<file path="config.mk">
export PLATFORM = sky130hd
export DESIGN_NAME = irq_sequencer
export DESIGN_NICKNAME = d
export VERILOG_FILES = /design/src/rtl/irq_seq_pkg.sv /design/src/rtl/irq_arbiter.sv /design/src/rtl/irq_push_seq.sv /design/src/rtl/irq_sequencer.sv
export SDC_FILE = /design/constraint.sdc
export NUM_CORES = 1
export LEC_CHECK = 0
export BUFFER_PORTS_ARGS = -buffer_cell sky130_fd_sc_hd__buf_4
export CAP_MARGIN = 25
export CORE_ASPECT_RATIO = 1.4
export CORE_MARGIN = 4
export CORE_UTILIZATION = 30
export CTS_CLUSTER_DIAMETER = 80
export DETAILED_ROUTE_END_ITERATION = 7
export MAX_ROUTING_LAYER = met4
export PLACE_DENSITY_LB_ADDON = 0.08
export RECOVER_POWER = 100
export SETUP_SLACK_MARGIN = 0.2
export SLEW_MARGIN = 20
export SYNTH_ARGS = -nofsm -noshare
export SYNTH_HDL_FRONTEND = slang
export SYNTH_HIERARCHICAL = 1
export SYNTH_SLANG_ARGS = --single-unit
</file>
<file path="constraint.sdc">
create_clock -name clk_i -period 1.8 [get_ports clk_i]
set_clock_uncertainty 0.15 [all_clocks]
set_input_delay 0.36 -clock clk_i [delete_from_list [all_inputs] [get_ports clk_i]]
set_output_delay 0.36 -clock clk_i [all_outputs]
set_load 0.01 [all_outputs]
</file>
<file path="src/rtl/irq_seq_pkg.sv">
package irq_seq_pkg;
  localparam int NSRC    = 4;
  localparam int GIE_BIT = 7;
  localparam int BYTE_W  = 8;

  typedef enum logic [1:0] {ACT_NONE = 2'b00, ACT_LO = 2'b01, ACT_HI = 2'b10} act_e;
  typedef enum logic [1:0] {ST_IDLE, ST_PUSH_LO, ST_PUSH_HI, ST_VEC} st_e;

  // enable/priority bit position of source k (k = scan order)
  function automatic int unsigned src_bit(input int unsigned k);
    case (k)
      0:       return 1;
      1:       return 3;
      2:       return 4;
      default: return 5;
    endcase
  endfunction

  function automatic logic [7:0] src_vec(input int unsigned k);
    case (k)
      0:       return 8'h0B;
      1:       return 8'h1B;
      2:       return 8'h23;
      default: return 8'h2B;
    endcase
  endfunction
endpackage

</file>
<file path="src/rtl/irq_arbiter.sv">
module irq_arbiter
  import irq_seq_pkg::*;
(
  input  logic [7:0]      en_i,
  input  logic [7:0]      pri_i,
  input  logic [NSRC-1:0] req_i,
  input  act_e            act_i,
  output logic            hit_o,
  output logic [1:0]      idx_o,
  output logic            lvl_o
);
  logic [NSRC-1:0] cand_hi, cand_lo;
  logic            hi_ok, lo_ok;

  assign hi_ok = (act_i != ACT_HI);
  assign lo_ok = (act_i == ACT_NONE);

  for (genvar k = 0; k < NSRC; k++) begin : g_src
    localparam int unsigned B = src_bit(k);
    assign cand_hi[k] = req_i[k] & en_i[B] &  pri_i[B];
    assign cand_lo[k] = req_i[k] & en_i[B] & ~pri_i[B];
  end

  always_comb begin
    hit_o = 1'b0;
    idx_o = '0;
    lvl_o = 1'b0;
    if (hi_ok) begin
      for (int k = NSRC - 1; k >= 0; k--) begin
        if (cand_hi[k]) begin
          hit_o = 1'b1;
          idx_o = 2'(k);
          lvl_o = 1'b1;
        end
      end
    end
    if (!hit_o && lo_ok) begin
      for (int k = NSRC - 1; k >= 0; k--) begin
        if (cand_lo[k]) begin
          hit_o = 1'b1;
          idx_o = 2'(k);
        end
      end
    end
  end
endmodule

</file>
<file path="src/rtl/irq_push_seq.sv">
module irq_push_seq
  import irq_seq_pkg::*;
#(
  parameter int PC_W = 16,
  parameter int SP_W = 8
) (
  input  logic              clk_i,
  input  logic              rst_ni,
  input  logic              start_i,
  input  logic [1:0]        idx_i,
  input  logic              lvl_i,
  input  logic [PC_W-1:0]   pc_i,
  input  logic [SP_W-1:0]   sp_i,
  input  logic              clear_i,
  output logic              busy_o,
  output logic              wr_en_o,
  output logic [SP_W-1:0]   wr_addr_o,
  output logic [BYTE_W-1:0] wr_data_o,
  output logic              t0_clr_o,
  output logic              t1_clr_o,
  output logic              pc_load_o,
  output logic [PC_W-1:0]   vector_o,
  output logic              sp_wr_o,
  output logic [SP_W-1:0]   sp_o,
  output act_e              act_o
);
  localparam int RET_W = 2 * BYTE_W;

  st_e             st_q;
  logic [1:0]      idx_q;
  logic            lvl_q;
  logic [PC_W-1:0] pc_q;
  logic [SP_W-1:0] sp_q;
  act_e            act_q;
  logic [RET_W-1:0] ret;

  always_ff @(posedge clk_i or negedge rst_ni) begin
    if (!rst_ni) begin
      st_q  <= ST_IDLE;
      idx_q <= '0;
      lvl_q <= 1'b0;
      pc_q  <= '0;
      sp_q  <= '0;
      act_q <= ACT_NONE;
    end else begin
      case (st_q)
        ST_IDLE: if (start_i) begin
          st_q  <= ST_PUSH_LO;
          idx_q <= idx_i;
          lvl_q <= lvl_i;
          pc_q  <= pc_i;
          sp_q  <= sp_i;
        end
        ST_PUSH_LO: st_q <= ST_PUSH_HI;
        ST_PUSH_HI: st_q <= ST_VEC;
        default:    st_q <= ST_IDLE;
      endcase
      if (st_q == ST_VEC) act_q <= lvl_q ? ACT_HI : ACT_LO;
      else if (clear_i)   act_q <= ACT_NONE;
    end
  end

  assign ret       = RET_W'(pc_q);
  assign busy_o    = (st_q != ST_IDLE);
  assign wr_en_o   = (st_q == ST_PUSH_LO) || (st_q == ST_PUSH_HI);
  assign wr_addr_o = (st_q == ST_PUSH_LO) ? sp_q + SP_W'(1) : sp_q + SP_W'(2);
  assign wr_data_o = (st_q == ST_PUSH_LO) ? ret[BYTE_W-1:0] : ret[RET_W-1:BYTE_W];
  assign t0_clr_o  = (st_q == ST_PUSH_LO) && (idx_q == 2'd0);
  assign t1_clr_o  = (st_q == ST_PUSH_LO) && (idx_q == 2'd1);
  assign pc_load_o = (st_q == ST_VEC);
  assign vector_o  = PC_W'(src_vec(32'(idx_q)));
  assign sp_wr_o   = (st_q == ST_VEC);
  assign sp_o      = sp_q + SP_W'(2);
  assign act_o     = act_q;
endmodule

</file>
<file path="src/rtl/irq_sequencer.sv">
module irq_sequencer
  import irq_seq_pkg::*;
#(
  parameter int PC_W = 16,
  parameter int SP_W = 8
) (
  input  logic              clk_i,
  input  logic              rst_ni,
  input  logic              tick_i,
  input  logic [7:0]        en_reg_i,
  input  logic [7:0]        pri_reg_i,
  input  logic              t0_req_i,
  input  logic              t1_req_i,
  input  logic [1:0]        ser_req_i,
  input  logic              t2_req_i,
  input  logic [PC_W-1:0]   pc_i,
  input  logic [SP_W-1:0]   sp_i,
  input  logic              lvl_clear_i,
  output logic              busy_o,
  output logic              wr_en_o,
  output logic [SP_W-1:0]   wr_addr_o,
  output logic [7:0]        wr_data_o,
  output logic              t0_clr_o,
  output logic              t1_clr_o,
  output logic              pc_load_o,
  output logic [PC_W-1:0]   vector_o,
  output logic              sp_wr_o,
  output logic [SP_W-1:0]   sp_o,
  output logic [1:0]        act_o
);
  logic [NSRC-1:0] req;
  logic            hit, lvl, start;
  logic [1:0]      idx;
  act_e            act;

  assign req   = {t2_req_i, |ser_req_i, t1_req_i, t0_req_i};
  assign start = tick_i & en_reg_i[GIE_BIT] & hit & ~busy_o;
  assign act_o = act;

  irq_arbiter i_arb (
    .en_i  (en_reg_i),
    .pri_i (pri_reg_i),
    .req_i (req),
    .act_i (act),
    .hit_o (hit),
    .idx_o (idx),
    .lvl_o (lvl)
  );

  irq_push_seq #(.PC_W(PC_W), .SP_W(SP_W)) i_seq (
    .clk_i     (clk_i),
    .rst_ni    (rst_ni),
    .start_i   (start),
    .idx_i     (idx),
    .lvl_i     (lvl),
    .pc_i      (pc_i),
    .sp_i      (sp_i),
    .clear_i   (lvl_clear_i),
    .busy_o    (busy_o),
    .wr_en_o   (wr_en_o),
    .wr_addr_o (wr_addr_o),
    .wr_data_o (wr_data_o),
    .t0_clr_o  (t0_clr_o),
    .t1_clr_o  (t1_clr_o),
    .pc_load_o (pc_load_o),
    .vector_o  (vector_o),
    .sp_wr_o   (sp_wr_o),
    .sp_o      (sp_o),
    .act_o     (act)
  );
endmodule

</file>
==> impl_metrics.tcl <==
set metrics [dict create \
    grt_pass1_wl_um 8920 \
    ys_async_sr_fraction 1.00 \
    peakVddDrop_v 0.00102 \
    outcome "finished, violations left" \
    crit_arrival_ns 1.60 \
    antenna_left 0 \
    place_area_um2 2870 \
    powerDensity_nw_per_um2 1680 \
    maxCapViolCount 0 \
    routed_wl_um 5240 \
    dp_hpwl_um 3920 \
    dieWidth_um 77.0 \
    seq_area_frac_synth 0.388 \
    timing.hold.ws_ns 0.153 \
    clkSinkCount 31 \
    grt_pass1_vias 1840 \
    drive_above_1_share 0.679 \
    cp_max_fo 6 \
    drtPass1Iterations 4 \
    rr_worst_depth 9 \
    port_buffers 76 \
    end_kind "primary output" \
    setup_viol 54 \
    ys_ff_latch 31 \
    place_inst 349 \
    diodes 0 \
    synth_edf_count 0 \
    worst_slack_ns -0.313 \
    fin_nets 360 \
    start_kind "flop" \
    top_level_ports 97 \
    h-tree-depth 2 \
    violations "setup timing" \
    drc_errors 0 \
    clkLatencyLatePin_ns 0.28 \
    synth.avg_cell_area_um2 11.3 \
    grt_usage 0.139 \
    syn_to_final_growth_pct 70.9 \
    final_cell_area_um2 3420 \
    crit_type "reg -> out" \
    grt-ovfl-total 0 \
    clockBufferDepth 2 \
    whs_path_depth 2 \
    post_drt_via_cell_ratio 4.53 \
    p_leak_nw 1.76 \
    finalHoldViolations 0 \
    dieArea_um2 8060 \
    slew_violations 0 \
    syn_inst 177 \
    die_y_um 105 \
    vias 1715 \
    period_minus_slack_ns 2.11 \
    place_congestion 0.813 \
    grt_max_degree 32 \
    finish.utilization 0.524 \
    fp.coreArea_um2 6530 \
    fmax_mhz 473 \
    grt_setup_unrepaired "true" \
    hold_class "in -> reg" \
    cp_data_required_time_ns 1.29 \
    yosysUniqueCellTypes 37 \
    period_share 1.17 \
    drt_iter0_markers 20 \
    start_util 0.307 \
    totalPowerFinal_w 0.00573 \
    cts_buffers 5 \
    antenna_found_initial 0 \
    rows 35 \
    fin_cells 379 \
    synth_area_um2 2000 \
    ys_warn_count 6 \
    relSlewSlack 0.464 \
    cts-root-buf "clkbuf_8" \
    cts_tree "built" \
    clk_pin_slew_ns 0.07 \
    synth_flop_cell "dfrtp_1" \
    avgRoutedWirePerCell_um 13.8 \
    fill_cells 594 \
    tightestPinTransition_ns 0.805 \
]
==> cells in the mapped netlist (all sizes together) (2+ instances only) <==
master,n,area (um^2)
nor2b,2,12.5
a21oi,4,20.0
xnor2,4,35.0
mux2,35,469
nand2,11,48.8
nand2b,2,12.5
nand3b,3,22.5
conb,2,7.51
nand3,7,35.0
xor2,8,70.1
ha,7,87.6
dfrtp,31,776
nor2,9,33.8
o21ai,6,30.0
and4,2,17.5
nor3,2,20.0
inv,6,22.5
buf,20,153
a31oi,2,12.5
==> worst paths after layout <==
kind,end,slack [ns],from
max,wr_addr_o[7],-0.31,i_seq/st_q[1]$_DFFE_PN0P_
min,i_seq/pc_q[2]$_DFFE_PN0P_,0.15,pc_i[2]
max reg2reg,i_seq/sp_q[2]$_DFFE_PN0P_,-0.26,i_seq/st_q[0]$_DFFE_PN0P_
min reg2reg,i_seq/pc_q[11]$_DFFE_PN0P_,0.36,i_seq/pc_q[11]$_DFFE_PN0P_
max in group asynchronous,i_seq/sp_q[1]$_DFFE_PN0P_,0.38,rst_ni
min in group asynchronous,i_seq/pc_q[9]$_DFFE_PN0P_,0.56,rst_ni
==> registers in the layout (all words and copies together) (netlist names) <==
| register | flops |
|---|---|
| i_seq/lvl_q | 1 |
| i_seq/st_q | 2 |
| i_seq/idx_q | 2 |
| i_seq/act_o | 2 |
| i_seq/pc_q | 16 |
| i_seq/sp_q | 8 |
==> area by class of cell <==
type                    count  area (um^2)  share of cell area
multi-input cells         130         1320               0.386
repair buffers            130         1090               0.318
flip-flops and latches     31          778               0.227
well taps                  74         92.6              0.0271
clock buffers               6         82.6              0.0241
clock inverters             2         35.0              0.0102
inverters                   6         25.0             0.00731
==> power by group <==
group / internal, W / switching [W] / total, W
registers: 0.00104 / 0.000265 / 0.00130
clock network: 0.000448 / 0.000263 / 0.000711
logic: 0.00226 / 0.00146 / 0.00372
total: 0.00375 / 0.00199 / 0.00573
==> placed cells by master (no fill, tap or decap), types with 3 or more instances in the layout <==
cell and instances:
mux2_2 6, inv_1 3, mux2_4 29, dfrtp_1 29
nand3_1 4, o21ai_0 4, nand2_1 7, buf_6 22
clkbuf_1 3, buf_4 100, ha_4 5, xnor2_1 3
clkbuf_8 6, a21oi_2 3, conb_1 13, nor2_1 6
nand3b_1 3, xor2_2 3, xor2_1 5
==> metal layers <==
metal,global-route usage,part of all wire,vias to the layer above
met4,0.0420,0.021,0
met2,0.238,0.53,51
met5,-,0,-
met3,0.0336,0.053,10
met1,0.161,0.40,813
li1,-,-,841
==> cell families (layout without fill, tap and decap cells) <==
family,after synthesis,in the layout,synth area share
DFF,31,31,0.387
adders and majority gates,7,7,0.0437
AOI/OAI and AO/OA,19,19,0.0625
buffers and inverters,27,144,0.0894
xor gates and xnor gates,12,12,0.0525
muxes,36,36,0.239
and+or+nand+nor,43,43,0.121
other,2,13,0.00375
==> metrics by stage <==
step	worst slack, ns	TNS, ns
global route	-0.418	-16.20
detailed placement	-0.480	-13.00
finish	-0.313	-12.37
CTS	-0.323	-10.65
global placement	-0.447	-12.24
floorplan	-0.301	-7.27
==> critical path, stage by stage (launching register included) <==
cell,delay [ns]
dfrtp_1,0.39
inv_2,0.08
ha_4,0.19
buf_6,0.14
nand3_4,0.09
a21boi_4,0.17
xor2_2,0.13
buf_4,0.13
==> repair_timing <==
action                                  CTS  global route
resized for setup                        38            27
endpoints found under the setup margin   57            58
endpoints found under the hold margin    31             0
pin swaps                                 6            10
gates cloned                              1             0
setup buffers                            13             7
hold buffers                              1             0
No activity file was read; power rests on OpenSTA's default activity.
